--- src/rtl/stp_pkg.sv ---
package stp_pkg;
   localparam int PAT_W = 20;
   localparam int LEN_W = 5;

   typedef enum logic [2:0] {
      PAT_ALT12  = 3'd0,
      PAT_CLK12  = 3'd1,
      PAT_UNBAL  = 3'd2,
      PAT_RUN11  = 3'd3,
      PAT_COMMA  = 3'd4,
      PAT_LOWF   = 3'd5,
      PAT_HIDENS = 3'd6,
      PAT_LOWTR  = 3'd7
   } pat_e;

   typedef struct packed {
      logic [PAT_W-1:0] bits;   // left-aligned, first bit in MSB
      logic [LEN_W-1:0] len;
   } pat_t;

   function automatic pat_t pat_lookup(pat_e code);
      pat_t p;
      case (code)
         PAT_ALT12:  begin p.bits = {12'b010101001001, 8'b0};  p.len = LEN_W'(12); end
         PAT_CLK12:  begin p.bits = {12'b101010101010, 8'b0};  p.len = LEN_W'(12); end
         PAT_UNBAL:  begin p.bits = {12'b100000001010, 8'b0};  p.len = LEN_W'(12); end
         PAT_RUN11:  begin p.bits = {11'b11111000000, 9'b0};   p.len = LEN_W'(11); end
         PAT_COMMA:  begin p.bits = {10'b0011111010, 10'b1100000101}; p.len = LEN_W'(20); end
         PAT_LOWF:   begin p.bits = {10'b0111100100, 10'b0};   p.len = LEN_W'(10); end
         PAT_HIDENS: begin p.bits = {10'b1010101010, 10'b0};   p.len = LEN_W'(10); end
         default:    begin p.bits = {10'b1100110110, 10'b0011000110}; p.len = LEN_W'(20); end
      endcase
      return p;
   endfunction
endpackage

--- src/rtl/stp_pattern_rom.sv ---
module stp_pattern_rom #(
   parameter int SEL_W = 3
) (
   input  logic [SEL_W-1:0] code,
   output stp_pkg::pat_t    pat
);
   if (SEL_W < 3) begin : g_bad_sel
      $error("stp_pattern_rom: SEL_W must be at least 3");
   end

   logic [2:0] code3;

   if (SEL_W == 3) begin : g_direct
      assign code3 = code;
   end else begin : g_fold
      // wider selects fold onto the eight defined codes
      assign code3 = code[2:0];
   end

   always_comb pat = stp_pkg::pat_lookup(stp_pkg::pat_e'(code3));
endmodule

--- src/rtl/stp_sequencer.sv ---
module stp_sequencer #(
   parameter int SEL_W = 3,
   parameter int POS_W = 5
) (
   input  logic                       clk,
   input  logic                       rst_n,
   input  logic                       run,
   input  logic [SEL_W-1:0]           sel_in,
   input  logic [stp_pkg::LEN_W-1:0]  len,
   output logic [SEL_W-1:0]           eff_code,
   output logic [POS_W-1:0]           pos,
   output logic                       start,
   output logic                       last
);
   logic [SEL_W-1:0] code_q;
   logic [POS_W-1:0] pos_q;
   logic [POS_W-1:0] len_m1;

   assign len_m1   = POS_W'(len - stp_pkg::LEN_W'(1));
   assign eff_code = (pos_q == '0) ? sel_in : code_q;
   assign pos      = pos_q;
   assign start    = run && (pos_q == '0);
   assign last     = pos_q == len_m1;

   always_ff @(posedge clk) begin
      if (!rst_n) begin
         pos_q  <= '0;
         code_q <= '0;
      end else if (run) begin
         code_q <= eff_code;
         pos_q  <= last ? '0 : pos_q + POS_W'(1);
      end
   end

   AST_WRAP_AT_END: assert property (@(posedge clk) disable iff (!rst_n)
      run && last |=> pos_q == '0);
   AST_POS_IN_RANGE: assert property (@(posedge clk) disable iff (!rst_n)
      pos_q != '0 |-> pos_q <= len_m1);
   AST_SEL_HELD_MIDFRAME: assert property (@(posedge clk) disable iff (!rst_n)
      run && pos_q != '0 |=> $stable(code_q));
   AST_PAUSE_HOLDS: assert property (@(posedge clk) disable iff (!rst_n)
      !run |=> $stable(pos_q) && $stable(code_q));
endmodule

--- src/rtl/stp_out_stage.sv ---
module stp_out_stage #(
   parameter bit IDLE_BIT = 1'b0,
   parameter bit SQUELCH  = 1'b1
) (
   input  logic clk,
   input  logic rst_n,
   input  logic run,
   input  logic squelch_en,
   input  logic start,
   input  logic last,
   input  logic raw_bit,
   output logic bit_out,
   output logic frame_start
);
   logic squelched;
   logic bit_q;
   logic fs_q;

   if (SQUELCH) begin : g_squelch
      logic first_q;
      always_ff @(posedge clk) begin
         if (!rst_n)          first_q <= 1'b1;
         else if (run && last) first_q <= 1'b0;
      end
      assign squelched = first_q && squelch_en;

      AST_SQUELCH_IDLE: assert property (@(posedge clk) disable iff (!rst_n)
         first_q && squelch_en |=> bit_q == IDLE_BIT);
      AST_SQUELCH_ONE_SHOT: assert property (@(posedge clk) disable iff (!rst_n)
         !first_q |=> !first_q);
   end else begin : g_plain
      logic unused_ok;
      assign unused_ok = squelch_en ^ last;
      assign squelched = 1'b0;
   end

   always_ff @(posedge clk) begin
      if (!rst_n) begin
         bit_q <= IDLE_BIT;
         fs_q  <= 1'b0;
      end else begin
         bit_q <= (run && !squelched) ? raw_bit : IDLE_BIT;
         fs_q  <= start;
      end
   end

   assign bit_out     = bit_q;
   assign frame_start = fs_q;

   AST_PAUSE_IDLE: assert property (@(posedge clk) disable iff (!rst_n)
      !run |=> bit_q == IDLE_BIT && !fs_q);
   AST_STROBE_NEEDS_RUN: assert property (@(posedge clk) disable iff (!rst_n)
      fs_q |-> $past(run));
endmodule

--- src/rtl/serial_pattern_gen.sv ---
module serial_pattern_gen #(
   parameter int SEL_W    = 3,
   parameter int MAX_LEN  = 20,
   parameter bit IDLE_BIT = 1'b0,
   parameter bit SQUELCH  = 1'b1
) (
   input  logic             clk,
   input  logic             rst_n,
   input  logic             run,
   input  logic             squelch_en,
   input  logic [SEL_W-1:0] pat_sel,
   output logic             bit_out,
   output logic             frame_start
);
   localparam int POS_W = $clog2(MAX_LEN);

   if (MAX_LEN < stp_pkg::PAT_W) begin : g_bad_len
      $error("serial_pattern_gen: MAX_LEN below longest pattern period");
   end

   logic [SEL_W-1:0]  eff_code;
   logic [POS_W-1:0]  pos;
   logic              start;
   logic              last;
   logic              raw_bit;
   stp_pkg::pat_t     pat;

   stp_pattern_rom #(.SEL_W(SEL_W)) u_rom (
      .code (eff_code),
      .pat  (pat)
   );

   stp_sequencer #(.SEL_W(SEL_W), .POS_W(POS_W)) u_seq (
      .clk      (clk),
      .rst_n    (rst_n),
      .run      (run),
      .sel_in   (pat_sel),
      .len      (pat.len),
      .eff_code (eff_code),
      .pos      (pos),
      .start    (start),
      .last     (last)
   );

   assign raw_bit = pat.bits[POS_W'(stp_pkg::PAT_W - 1) - pos];

   stp_out_stage #(.IDLE_BIT(IDLE_BIT), .SQUELCH(SQUELCH)) u_out (
      .clk         (clk),
      .rst_n       (rst_n),
      .run         (run),
      .squelch_en  (squelch_en),
      .start       (start),
      .last        (last),
      .raw_bit     (raw_bit),
      .bit_out     (bit_out),
      .frame_start (frame_start)
   );

   AST_RESET_QUIET: assert property (@(posedge clk)
      !rst_n |=> !frame_start && bit_out == IDLE_BIT);
endmodule

--- config.mk ---
export PLATFORM = sky130hd
export DESIGN_NAME = serial_pattern_gen
export DESIGN_NICKNAME = d
export VERILOG_FILES = /design/src/rtl/stp_pkg.sv /design/src/rtl/stp_pattern_rom.sv /design/src/rtl/stp_sequencer.sv /design/src/rtl/stp_out_stage.sv /design/src/rtl/serial_pattern_gen.sv
export SDC_FILE = /design/constraint.sdc
export NUM_CORES = 1
export LEC_CHECK = 0
export BUFFER_PORTS_ARGS = -buffer_cell sky130_fd_sc_hd__buf_4
export CAP_MARGIN = 20
export CORE_MARGIN = 2
export CORE_UTILIZATION = 53
export CTS_BUF_LIST = sky130_fd_sc_hd__clkbuf_4 sky130_fd_sc_hd__clkbuf_8 sky130_fd_sc_hd__clkbuf_16
export CTS_CLUSTER_DIAMETER = 200
export DETAILED_ROUTE_END_ITERATION = 8
export PLACE_DENSITY = 0.74
export SYNTH_ARGS = -nofsm -noshare
export SYNTH_HDL_FRONTEND = slang
export SYNTH_SLANG_ARGS = --single-unit
--- constraint.sdc ---
create_clock -name clk -period 3 [get_ports clk]
set_input_delay 0.15 -clock clk [delete_from_list [all_inputs] [get_ports clk]]
set_output_delay 0.15 -clock clk [all_outputs]
set_load 0.02 [all_outputs]
---- Word level (Yosys, flattened, before mapping) ----
Index checks and enable logic that the tools add are counted.
storage, ports and cells
  bits of input ports ..................... 7
  bits in writable memories ............... 0
  output and inout port bits .............. 2
  register bits after elaboration ......... 11
  ROM bits ................................ 0
  logic and storage cells ................. 29
  memories ................................ 0
  latch bits .............................. 0
operators by class
  shift operators ......................... 0
  bitwise gates (word level) .............. 0
  equality and inequality tests ........... 7
  div/mod/pow operators ................... 0
  mux-type cells .......................... 5
  magnitude comparators ................... 1
  multipliers ............................. 0
  add/subtract/negate cells ............... 3
  reductions and logical operators ........ 8
operators by type and width
  operator                                                     number
  one-hot mux 25 bit (7 select lines)                          1
  == test 3 bit (second input constant)                        3
  == test 3 x 2 -> 1 bit (second input constant)               2
  less-than comparator 5 x 6 -> 1 bit (second input constant)  1
  adder 5 x 1 -> 5 bit (second input constant)                 1
  binary-select mux 1 bit (select 5 bit)                       1
  == test 5 bit                                                1
  zero test 5 bit                                              1
  2-to-1 mux 5 bit                                             1
  subtractor 5 x 1 -> 5 bit (second input constant)            1
  subtractor 5 bit (first input constant)                      1
  logical AND 1 bit                                            4
  == test 3 x 1 -> 1 bit (second input constant)               1
  zero test 3 bit                                              1
  2-to-1 mux 3 bit                                             1
  AND reduction 2 bit                                          1
  zero test 1 bit                                              1
  2-to-1 mux 1 bit                                             1

---- Logic depth before layout (Yosys ltp) ----
Gate-level depths: netlist (run 1).
  word-level depth ........................ 7
  depth in mapped cells ................... 16
  mapped depth without buffers ............ 14

---- Cells and area by module ----
Synthesis (run 1) repeated with hierarchy kept, for this count alone.
unflattened totals
  cell total of the unflattened synthesis .. 127
  area, all modules ....................... 1,116.1 um^2
modules (own cells, without submodules)
  module              seq. area each (um^2)  instances  cells each  area an instance (um^2)
  stp_sequencer       160.2                  1          65          570.5
  stp_pattern_rom     0.0                    1          35          242.7
  serial_pattern_gen  0.0                    1          19          212.7
  stp_out_stage       60.1                   1          8           90.1

---- Least setup slack after synthesis (run 1) ----
No wires, ideal clock.
  path type ............................... register -> register
  from .................................... reg u_seq.pos_q[1] (netlist: u_seq.pos[1])
  to ...................................... reg u_seq.pos_q[2] (netlist: u_seq.pos[2])
  setup time .............................. 132 ps
  required time ........................... 2,868 ps
  path slack .............................. -161 ps
  data arrival time ....................... 3,029 ps
  stages on the path, launching flop included .. 17
  period minus slack after synthesis ...... 3,161 ps
  cells stage by stage .................... dfxtp_1 clkbuf_1 inv_1 ha_1 and4b_1 buf_6 nand2_1 nand2_1 nor2_1 inv_1 ha_1 and3b_1 a32oi_1 a21oi_1 a311o_1 a211oi_4 nor4bb_1
between the ends
  cells in the longest elaborated chain, start to end .. 7
  elaborated cells on any way between the ends .. 14
  those cells by class .................... add/sub: 2; eq/ne: 7; mux: 3; reduce/logical: 2
RTL lines
  item                                   line                 RTL
  start, declared                        stp_sequencer.sv:16  logic [POS_W-1:0] pos_q;
  start signal, assigned                 stp_sequencer.sv:31  pos_q <= last ? '0 : pos_q + POS_W'(1);
  zero test 5 bit                        stp_sequencer.sv:20  assign eff_code = (pos_q == '0) ? sel_in : code_q;
  2-to-1 mux 3 bit                       stp_sequencer.sv:20
  == test 3 bit (tied with other cells)  stp_pkg.sv:23        case (code)
  one-hot mux 25 bit (7 select lines)    stp_pkg.sv:23
  subtractor 5 x 1 -> 5 bit              stp_sequencer.sv:19  assign len_m1 = POS_W'(len - stp_pkg::LEN_W'(1));
  == test 5 bit                          stp_sequencer.sv:23  assign last = pos_q == len_m1;
  2-to-1 mux 5 bit (*)                   stp_sequencer.sv:31
Every way passes the cells marked *; elsewhere a longest branch is shown, timed or not.
A chain may end at the register's enable or synchronous reset.

---- Worst setup path in the final report (run 1) ----
  from .................................... reg u_seq.pos_q[4] (netlist: u_seq.pos[4])
  to ...................................... reg u_seq.pos_q[4] (netlist: u_seq.pos[4])
The elaborated chain is that of the path after synthesis.

==> summary.txt, run 1 <==
FF-to-FF Start - u_seq.pos[4]
final hold vios - 0
Worst setup startpoint - u_seq.pos[4]
mean instance size in the synthesized netlist - 7.595 um2
count of cell types in the netlist - 52
final worst slack - 0.1422 ns
root buffer selected by CTS - clkbuf_4
number of clock buffers inserted by TritonCTS - 3
transition time at the pin with the least slew margin - 0.5666 ns
Mapped Nets - 170
total of endpoints with negative setup slack in the final report - 0
pin count of the biggest net entering global routing - 16
instance area after placement - 1326 um2
flip-flop and latch count after synthesis - 11
DRT Wirelength - 3596 um
area of the die - 2645 um2
slack of the worst reg-to-reg path - 0.14 ns
async set or reset register ratio after synthesis - 0%
width of the die - 51.43 um
endpoint of the most critical register-to-register path - u_seq.pos[4]
Finished Cell Area - 1451 um2
number of hold buffers added after cts - 0
total power density per cell area - 464.2 nW/um2
Remaining DRCs - 0
level count of the clock H-tree - 1
fraction of the mapped netlist area in adder cells - 6.296%
input/output buffers - 8
combinational family with the most area after synthesis - compound AO/OA/AOI/OAI gates
count of standard-cell rows - 17
cell types occupying the most area after synthesis - dfxtp_1 18%, ha_1 6.3%, a21oi_1 4.6%
detail-routed via count per cell - 6.564
number of enable-type register cells in the synthesized netlist - 0
minimum period implied by the final worst setup slack - 2.858 ns
portion of netlist area occupied by mux cells - 4.407%
top cell type by total area after synthesis - dfxtp_1
sum of met3 wire segment lengths after detailed routing - 237 um
RD Place Congestion - 0.9860
worst-case clock buffer depth - 2
timing-limited maximum frequency - 349.9 MHz
Skew-Pair Late Insertion Delay - 0.26 ns
ANT nets after route - 0
synthesized-area fraction occupied by and/or/nand/nor cells - 26.86%
worst-case headroom to the max-slew limit - 61.15%
worst setup skew after layout - 0.003599 ns
sequential area share after synthesis - 18.47%
most common flop cell mapped by yosys - dfxtp_1
remaining global-route overflow - 0
CP endpoint kind - flop
static leakage - 0.6020 nW
wire length of the first global-routing pass - 5464 um
logic depth of the worst register-to-register path - 11
worst hold path type - input pin to flop
delay of the slowest cell on the worst path - 0.51 ns
Final Net Count - 188
vias after detailed routing - 1326
global router's overall resource usage - 27.06%
Die Height - 51.43 um
initial drt markers - 62
data arrival time of the worst path - 3.02 ns
number of standard cells after synthesis - 157
max-cap violation count - 0
post-synth top area share - 18.47%
initial core utilization - 54.96%
Critical-path top delay cell - dfxtp_1
maximum vdd ir drop - 0.3695 mV
count of inserted antenna diode cells - 0
detailed-route wire length per cell - 17.80 um
clk sinks - 11
CP required - 3.17 ns
fraction of the mapped netlist area in compound gates - 30.43%
Post-Synthesis Cell Area - 1192 um2
number of antenna violations at the first check in global routing - 0
ordered list of cells on the worst path - nand3b_4 > mux2i_4 > nor2_2 > inv_1 > ha_2 > inv_1 > a221oi_1 > a31oi_1 > o21ai_1 > a211oi_4 > a2111oi_2
result of the run - finished clean
count of boundary I/O pins - 9
endpoint of the most critical setup path - u_seq.pos[4]
routed wire length on met2 - 1800 um
total iterations of the first detailed-routing run - 4
library cell appearing most often on the critical path - inv_1
CTS tree - done
CORE AREA - 2170 um2
detailed-routing wirelength on met1 - 1528 um
dpl ws - 0.007940 ns
post-synthesis xor/xnor area fraction - 4.407%
max-slew violation count - 0
fraction of the cycle the final worst path needs - 95.26%
half-perimeter wire length after detailed placement - 2501 um
via count of the first global-routing pass - 1169
proportion of layout cells with a drive suffix above 1 - 27.59%
maximum net fanout on the critical path - 9
critical path launch point type - flop
Yosys Warn Count - 0
area grow syn2layout - 21.72%
clock-pin slew reported for the worst setup and hold paths after clock tree synthesis - 0.07 ns
startpoint-to-endpoint class of the critical path - flop to flop
uppermost layer routed - met4
==> metrics by stage <==
| step | instances | hold slack (ns) | power (mW) | TNS, ns | utilization, % |
|---|---|---|---|---|---|
| after global placement | 193 | 0.4021 | 0.5096 | 0 | 61.13 |
| after global routing | 202 | 0.1408 | 0.7130 | -0.1202 | 66.90 |
| final | 202 | 0.1455 | 0.6737 | 0 | 66.90 |
| after detailed placement | 193 | 0.4141 | 0.5151 | 0 | 61.13 |
| after CTS | 198 | 0.1389 | 0.6345 | 0 | 63.78 |
| after floorplan | 157 | 0.2876 | 0.4290 | 0 | - |
==> cell type report <==
class	instances	area, um2
multi-input combinational	122	929.6
fill	193	718.2
sequential	11	221.5
timing repair buffer	25	187.7
inverter	12	47.55
tap	28	35.03
clock buffer	4	30.03
==> cell families after synthesis <==
logic type	after synthesis
AND/OR/NAND/NOR	56
AO/OA/AOI/OAI	48
buffers and inverters	25
flip-flops	11
XOR/XNOR	6
adder cells (fa/ha/maj)	6
multiplexers	5
==> timing repair <==
item | in CTS | in global routing
setup buffers | 1 | 3
gates cloned | 0 | 1
resized for setup | 2 | 10
endpoints found under the setup margin | 1 | 5
pin swaps | 2 | 6
==> Yosys cell counts, types with 2 or more instances <==
library cell	number
nand2_1	14
a21oi_1	11
dfxtp_1	11
inv_1	11
nor3_1	9
clkbuf_1	8
nand3_1	8
ha_1	6
nor2_1	5
o21ai_0	4
a21o_1	3
a221oi_1	3
buf_2	3
mux2i_1	3
o211a_1	3
o211ai_1	3
or3_1	3
xnor2_1	3
xor2_1	3
a22oi_1	2
a32oi_1	2
and3b_1	2
and4b_1	2
mux2_2	2
nand2b_1	2
nand3b_1	2
nor4b_1	2
o21ai_1	2
o22ai_1	2
==> layer usage <==
metal / global-route usage, % / vias up
li1: - / 629
met1: 34.47 / 634
met2: 47.22 / 59
met3: 2.632 / 4
met4: 9.211 / 0
met5: 0 / -
==> sequential cells by signal (all words and copies together), names as in the netlist <==
signal                   count
u_out.g_squelch.first_q      1
u_out.frame_start            1
u_seq.pos                    5
u_seq.code_q                 3
u_out.bit_out                1
==> placed cells by master (no fill, tap or decap), types with 3 or more instances in the layout <==
cell / Yosys / routed
o211a_1: 3 / 3
ha_1: 6 / 3
or3_1: 3 / 3
clkbuf_4: 0 / 4
o21ai_0: 4 / 4
xor2_1: 3 / 3
a21o_1: 3 / 3
inv_1: 11 / 8
buf_4: 1 / 25
o211ai_1: 3 / 3
dfxtp_1: 11 / 10
nor2_1: 5 / 4
a21oi_1: 11 / 11
nand2_1: 14 / 14
inv_2: 1 / 3
a221oi_1: 3 / 3
nor3_1: 9 / 9
xnor2_1: 3 / 3
nand3_1: 8 / 7
==> critical path, delay by kind of cell, from the launching register on <==
family / cells / cell delay [ns]
adder cells (fa/ha/maj): 1 / 0.21
AND/OR/NAND/NOR: 2 / 0.34
buffers and inverters: 2 / 0.21
multiplexers: 1 / 0.27
AO/OA/AOI/OAI: 5 / 1.21
flip-flops: 1 / 0.51
==> power breakdown <==
part	internal (mW)	switching, mW
registers	0.159	0.00992
clock network	0.0604	0.0486
logic	0.167	0.229
==> how the worst min path moves through the flow <==
stage	startpoint	to	slack [ns]	cells after the start
CTS	rst_n	u_out.g_squelch.first_q	0.14	2
global route	rst_n	u_out.g_squelch.first_q	0.14	2
detailed placement	rst_n	u_out.g_squelch.first_q	0.41	2
global placement	rst_n	u_out.g_squelch.first_q	0.40	2
floorplan	run	u_out.frame_start	0.29	2
finish	rst_n	u_out.g_squelch.first_q	0.15	2
Power figures use the tool's default switching activity.
==> inputs of run 2 (changes only) <==
Settings changed: CTS_BUF_LIST sky130_fd_sc_hd__clkbuf_4 sky130_fd_sc_hd__clkbuf_8 sky130_fd_sc_hd__clkbuf_16 to not set.
==> run 2 against run 1 <==
Cell count is 0.99% lower. Global-route usage up 0.37 points. Final area shrank 1.0%. Sequential cell count did not move. Power down 1.3%. Hold slack improved by 0.0051 ns. Sequential power about the same. Maximum frequency up 2.8%. Sequential share of layout area rose by 0.25 points. Via count down 0.83%. Critical path type unchanged. Critical endpoint is now u_seq.pos[2]. Highest routed layer unchanged.
==> summary.txt, run 2 (synthesis results as in run 1) <==
total power density per cell area - 463.2 nW/um2 (was 464.2 nW/um2)
CP endpoint kind - flop (unchanged)
number of hold buffers added after cts - 0 (unchanged)
RSZ-0062 raised after global routing - no
flip-flop count of the largest register after layout - 5 (unchanged)
number of clock buffers inserted by TritonCTS - 3 (unchanged)
count of standard-cell rows - 17 (unchanged)
worst-case hold path end point - u_out.g_squelch.first_q (unchanged)
startpoint-to-endpoint class of the critical path - flop to flop (unchanged)
clock-pin slew reported for the worst setup and hold paths after clock tree synthesis - 0.07 ns (about the same)
worst setup skew after layout - 0.002514 ns (was 0.003599 ns)
Layout Utilization - 66.21% (was 66.90%)
endpoint of the most critical register-to-register path - u_seq.pos[2] (was u_seq.pos[4])
fraction of the cycle the final worst path needs - 92.69% (was 95.26%)
CTS tree - done (unchanged)
initial core utilization - 54.96% (unchanged)
worst-case headroom to the max-slew limit - 59.93% (was 61.15%)
width of the die - 51.43 um (unchanged)
global router's overall resource usage - 27.43% (was 27.06%)
final hold slack - 0.1506 ns (was 0.1455 ns)
FF-to-FF Start - u_seq.pos[1] (was u_seq.pos[4])
RD Place Congestion - 0.9860 (unchanged)
area grow syn2layout - 20.46% (was 21.72%)
highest-count cells in the layout ignoring fill and taps - 23 x buf_4, 14 x nand2_1, 11 x a21oi_1 (was 25 x buf_4, 14 x nand2_1, 11 x a21oi_1)
total iterations of the first detailed-routing run - 4 (unchanged)
timing-limited maximum frequency - 359.6 MHz (was 349.9 MHz)
data arrival time of the worst path - 2.92 ns (was 3.02 ns)
setup TNS - 0 ns (unchanged)
worst hold path type - input pin to flop (unchanged)
area of the die - 2645 um2 (unchanged)
Worst setup startpoint - u_seq.pos[1] (was u_seq.pos[4])
cell family with the largest share of critical-path delay - compound AO/OA/AOI/OAI gates (unchanged)
via count of the first global-routing pass - 1173 (was 1169)
transition time at the pin with the least slew margin - 0.5934 ns (was 0.5666 ns)
static leakage - 0.5869 nW (was 0.6020 nW)
proportion of layout cells with a drive suffix above 1 - 27.91% (was 27.59%)
ANT nets after route - 0 (unchanged)
vias after detailed routing - 1315 (was 1326)
final hold vios - 0 (unchanged)
Skew-Pair Late Insertion Delay - 0.26 ns (about the same)
Buffers & Inverters on Critical Path - 3 (was 2)
Final Net Count - 186 (was 188)
Die Height - 51.43 um (unchanged)
total of endpoints with negative setup slack in the final report - 0 (unchanged)
detailed-route wire length per cell - 17.82 um (was 17.80 um)
input/output buffers - 8 (unchanged)
Remaining DRCs - 0 (unchanged)
half-perimeter wire length after detailed placement - 2501 um (unchanged)
remaining global-route overflow - 0 (unchanged)
cell count along the critical path - 12 (was 11)
max-slew violation count - 0 (unchanged)
CORE AREA - 2170 um2 (unchanged)
library cell appearing most often on the critical path - inv_1 (unchanged)
worst-case clock buffer depth - 2 (unchanged)
worst hold path startpoint - rst_n (unchanged)
maximum vdd ir drop - 0.3198 mV (was 0.3695 mV)
logic depth of the worst register-to-register path - 12 (was 11)
CP required - 3.14 ns (was 3.17 ns)
level count of the clock H-tree - 1 (unchanged)
most common library cell in the layout ignoring fill and taps - buf_4 (unchanged)
ordered list of cells on the worst path - inv_4 > ha_4 > nand3b_4 > mux2i_4 > nor2_2 > inv_1 > ha_2 > inv_1 > a21oi_1 > a311o_1 > a211oi_4 > nor4bb_1 (was nand3b_4 > mux2i_4 > nor2_2 > inv_1 > ha_2 > inv_1 > a221oi_1 > a31oi_1 > o21ai_1 > a211oi_4 > a2111oi_2)
critical path launch point type - flop (unchanged)
met2 Usage GRT - 48.29% (was 47.22%)
number of antenna violations at the first check in global routing - 0 (unchanged)
minimum period implied by the final worst setup slack - 2.781 ns (was 2.858 ns)
slack of the worst reg-to-reg path - 0.22 ns (was 0.14 ns)
result of the run - finished clean (unchanged)
DRT Wirelength - 3563 um (was 3596 um)
clk sinks - 11 (unchanged)
root buffer selected by CTS - clkbuf_4 (unchanged)
met1 Resource Use GR - 34.65% (was 34.47%)
Critical-path top delay cell - a311o_1 (was dfxtp_1)
initial drt markers - 58 (was 62)
pin count of the biggest net entering global routing - 16 (unchanged)
max-cap violation count - 0 (unchanged)
layer with the highest usage after global routing - met2 (unchanged)
wire length of the first global-routing pass - 5526 um (was 5464 um)
detail-routed via count per cell - 6.575 (was 6.564)
count of inserted antenna diode cells - 0 (unchanged)
count of boundary I/O pins - 9 (unchanged)
GR met3 Demand/Resource - 2.632% (unchanged)
delay of the slowest cell on the worst path - 0.42 ns (was 0.51 ns)
instance count along the most critical hold path - 2 (unchanged)
maximum net fanout on the critical path - 8 (was 9)
run 2: layout make-up:
cell class	count	area [um2]
fill	193	733.2
clock buffer	4	26.28
timing repair buffer	24	177.7
sequential	11	222.7
tap	28	35.03
inverter	12	47.55
multi-input combinational	121	927.1
run 2: worst max path at each step:
stage | endpoint | slack, ns
floorplan | u_seq.pos[2] | 0.002
global placement | u_seq.pos[2] | 0.15
detailed placement | u_seq.pos[2] | 0.008
CTS | u_seq.pos[2] | 0.04
global route | u_seq.pos[2] | 0.05
finish | u_seq.pos[2] | 0.22
run 2: routing by layer:
layer	routed length, um	part of all wire [%]	up-vias
met1	1464	41	619
met3	268	7.5	11
met5	0	0	-
met4	62	1.7	0
li1	-	-	617
met2	1767	50	68
run 2: report_power, final:
group          total (mW)  leakage [nW]  switching [mW]  internal [mW]
clock network      0.0986        0.0150          0.0473         0.0513
logic               0.398         0.481           0.230          0.168
registers           0.169        0.0910          0.0101          0.159
total               0.665         0.587           0.288          0.378
run 2: what timing repair did:
| item | CTS | global route |
|---|---|---|
| buffers inserted | 1 | 2 |
| setup endpoints to repair | 1 | 5 |
| pin swaps | 2 | 5 |
| gates cloned | 0 | 0 |
| gates resized for setup | 2 | 13 |
run 2: metrics by stage:
stage | std cells | setup slack [ns] | cell area [um2] | total power [mW]
after floorplan | 157 | 0.002450 | 1200 | 0.4290
after global placement | 193 | 0.1475 | 1326 | 0.5096
after detailed placement | 193 | 0.007940 | 1326 | 0.5151
after CTS | 198 | 0.03616 | 1380 | 0.6252
after global routing | 200 | 0.04976 | 1436 | 0.7079
final | 200 | 0.2194 | 1436 | 0.6653
run 2: worst reg2reg max path: cells and delay by family (launching register included):
kind | cells | cell delay (ns)
mux | 1 | 0.23
fa+ha+maj | 2 | 0.37
simple gates | 3 | 0.41
flops | 1 | 0.34
buf+inv | 3 | 0.38
compound gates | 3 | 0.92
==> inputs of run 3 (changes only) <==
Settings changed: REMOVE_ABC_BUFFERS set to 1.
==> run 3 against run 2 <==
Clock power shrank 2%. Die area is the same. Clock skew about the same. Largest power group unchanged. Highest routed layer unchanged.
==> summary.txt, run 3 (synthesis results as in run 1) <==
vias after detailed routing - 1248 (was 1315)
worst-case headroom to the max-slew limit - 59.91% (was 59.93%)
post-CTS repair timing setup buffer count - 0 (was 1)
worst hold path type - input pin to flop (unchanged)
global router's overall resource usage - 27.08% (was 27.43%)
remaining global-route overflow - 0 (unchanged)
total power density per cell area - 455.7 nW/um2 (was 463.2 nW/um2)
Final Net Count - 185 (was 186)
Die Height - 51.43 um (unchanged)
count of standard-cell rows - 17 (unchanged)
maximum net fanout on the critical path - 5 (was 8)
slack of the worst reg-to-reg path - 0.17 ns (was 0.22 ns)
CP required - 3.14 ns (about the same)
Skew-Pair Late Insertion Delay - 0.26 ns (about the same)
count of boundary I/O pins - 9 (unchanged)
critical path launch point type - flop (unchanged)
CP endpoint kind - flop (unchanged)
highest-count cells in the layout ignoring fill and taps - 23 x buf_4, 14 x nand2_1, 11 x a21oi_1, 11 x dfxtp_1, 10 x inv_1 (was 23 x buf_4, 14 x nand2_1, 11 x a21oi_1)
CORE AREA - 2170 um2 (unchanged)
ANT nets after route - 0 (unchanged)
met1 Resource Use GR - 35.07% (was 34.65%)
initial drt markers - 56 (was 58)
endpoint of the most critical register-to-register path - u_seq.pos[2] (unchanged)
Non-Filler Instances - 199 (was 200)
number of clock buffers inserted by TritonCTS - 3 (unchanged)
total of endpoints with negative setup slack in the final report - 0 (unchanged)
timing-limited maximum frequency - 353.2 MHz (was 359.6 MHz)
endpoint of the most critical setup path - u_seq.pos[2] (unchanged)
max-slew violation count - 0 (unchanged)
CTS tree - done (unchanged)
area of the die - 2645 um2 (unchanged)
proportion of layout cells with a drive suffix above 1 - 23.39% (was 27.91%)
flip-flop count of the largest register after layout - 5 (unchanged)
detail-routed via count per cell - 6.271 (was 6.575)
FF-to-FF Start - u_seq.pos[3] (was u_seq.pos[1])
DRT Wirelength - 3273 um (was 3563 um)
pin count of the biggest net entering global routing - 16 (unchanged)
met2 Usage GRT - 45.30% (was 48.29%)
root buffer selected by CTS - clkbuf_4 (unchanged)
half-perimeter wire length after detailed placement - 2541 um (was 2501 um)
number of antenna violations at the first check in global routing - 0 (unchanged)
count of instances resized after the clock tree is built - 0 (was 2)
most common library cell in the layout ignoring fill and taps - buf_4 (unchanged)
result of the run - finished clean (unchanged)
maximum vdd ir drop - 0.3706 mV (was 0.3198 mV)
cell count after placement - 195 (was 193)
RD Place Congestion - 1.026 (was 0.9860)
max-cap violation count - 0 (unchanged)
area grow syn2layout - 16.05% (was 20.46%)
layer with the highest usage after global routing - met2 (unchanged)
transition time at the pin with the least slew margin - 0.5936 ns (was 0.5934 ns)
static leakage - 0.5717 nW (was 0.5869 nW)
initial core utilization - 54.96% (unchanged)
width of the die - 51.43 um (unchanged)
Remaining DRCs - 0 (unchanged)
wire length of the first global-routing pass - 5368 um (was 5526 um)
clock-pin slew reported for the worst setup and hold paths after clock tree synthesis - 0.06 ns (was 0.07 ns)
fraction of the cycle the final worst path needs - 94.37% (was 92.69%)
worst setup skew after layout - 0.002067 ns (was 0.002514 ns)
logic depth of the worst register-to-register path - 13 (was 12)
minimum period implied by the final worst setup slack - 2.831 ns (was 2.781 ns)
detailed-route wire length per cell - 16.45 um (was 17.82 um)
GR met3 Demand/Resource - 2.047% (was 2.632%)
Worst setup startpoint - u_seq.pos[3] (was u_seq.pos[1])
setup TNS - 0 ns (unchanged)
clk sinks - 11 (unchanged)
input/output buffers - 8 (unchanged)
data arrival time of the worst path - 2.97 ns (was 2.92 ns)
total iterations of the first detailed-routing run - 4 (unchanged)
level count of the clock H-tree - 1 (unchanged)
final hold vios - 0 (unchanged)
via count of the first global-routing pass - 1177 (was 1173)
number of hold buffers added after cts - 0 (unchanged)
worst-case clock buffer depth - 2 (unchanged)
startpoint-to-endpoint class of the critical path - flop to flop (unchanged)
count of inserted antenna diode cells - 0 (unchanged)
RSZ-0062 raised after global routing - no (unchanged)
==> run 3: cell types whose count changed in the layout (fill, tap and decap cells not counted), moves of 2 or more <==
cell,delta
dfxtp_1,+2
ha_4,-2
ha_2,+2
inv_1,+2
dfxtp_2,-2
==> run 3: worst min path at each step <==
stage / from / end / slack, ns / depth (start not counted)
after detailed placement: rst_n / u_out.g_squelch.first_q / 0.41 / 2
after global placement: rst_n / u_out.g_squelch.first_q / 0.40 / 2
final: rst_n / u_out.g_squelch.first_q / 0.14 / 2
after global routing: rst_n / u_out.g_squelch.first_q / 0.15 / 2
after floorplan: rst_n / u_out.g_squelch.first_q / 0.23 / 1
after CTS: rst_n / u_out.g_squelch.first_q / 0.13 / 2
==> run 3: metal layers <==
metal | wire, um | share of wire, %
met1 | 1495 | 46
met3 | 177 | 5.4
met4 | 46 | 1.4
met5 | 0 | 0
met2 | 1553 | 47
==> run 3: through the flow <==
stage          instance area (um2)  utilization [%]  setup WS, ns  power, mW  hold slack (ns)
6_report                      1384            63.78        0.1690     0.6306           0.1415
4_1_cts                       1363            62.80       0.03644     0.6230           0.1257
5_1_grt                       1384            63.78      0.001140     0.6737           0.1525
3_3_place_gp                  1336            61.59        0.1533     0.5102           0.4028
2_1_floorplan                 1129                -      0.005147     0.4034           0.2300
3_5_place_dp                  1336            61.59       0.05696     0.5205           0.4094
==> run 3: worst max-delay path: stages (launching register included) <==
cell and delay [ns]:
dfxtp_1 0.31, inv_1 0.08, ha_2 0.24, nand3b_4 0.12
mux2i_2 0.18, nor2_2 0.17, inv_1 0.08, ha_2 0.22
and3b_1 0.19, a32oi_2 0.18, a21oi_1 0.10, a311o_1 0.37
a211oi_4 0.35, nor4bb_1 0.11
==> run 3: area by class of cell <==
type	count	area, um2
timing repair buffer	23	172.7
fill	188	785.8
inverter	12	45.04
multi-input combinational	121	884.6
clock buffer	4	26.28
sequential	11	220.2
tap	28	35.03
==> run 3: report_power, final <==
group          switching [mW]  internal (mW)  total [mW]
clock network          0.0453         0.0514      0.0967
registers             0.00987          0.158       0.168
logic                   0.213          0.153       0.366
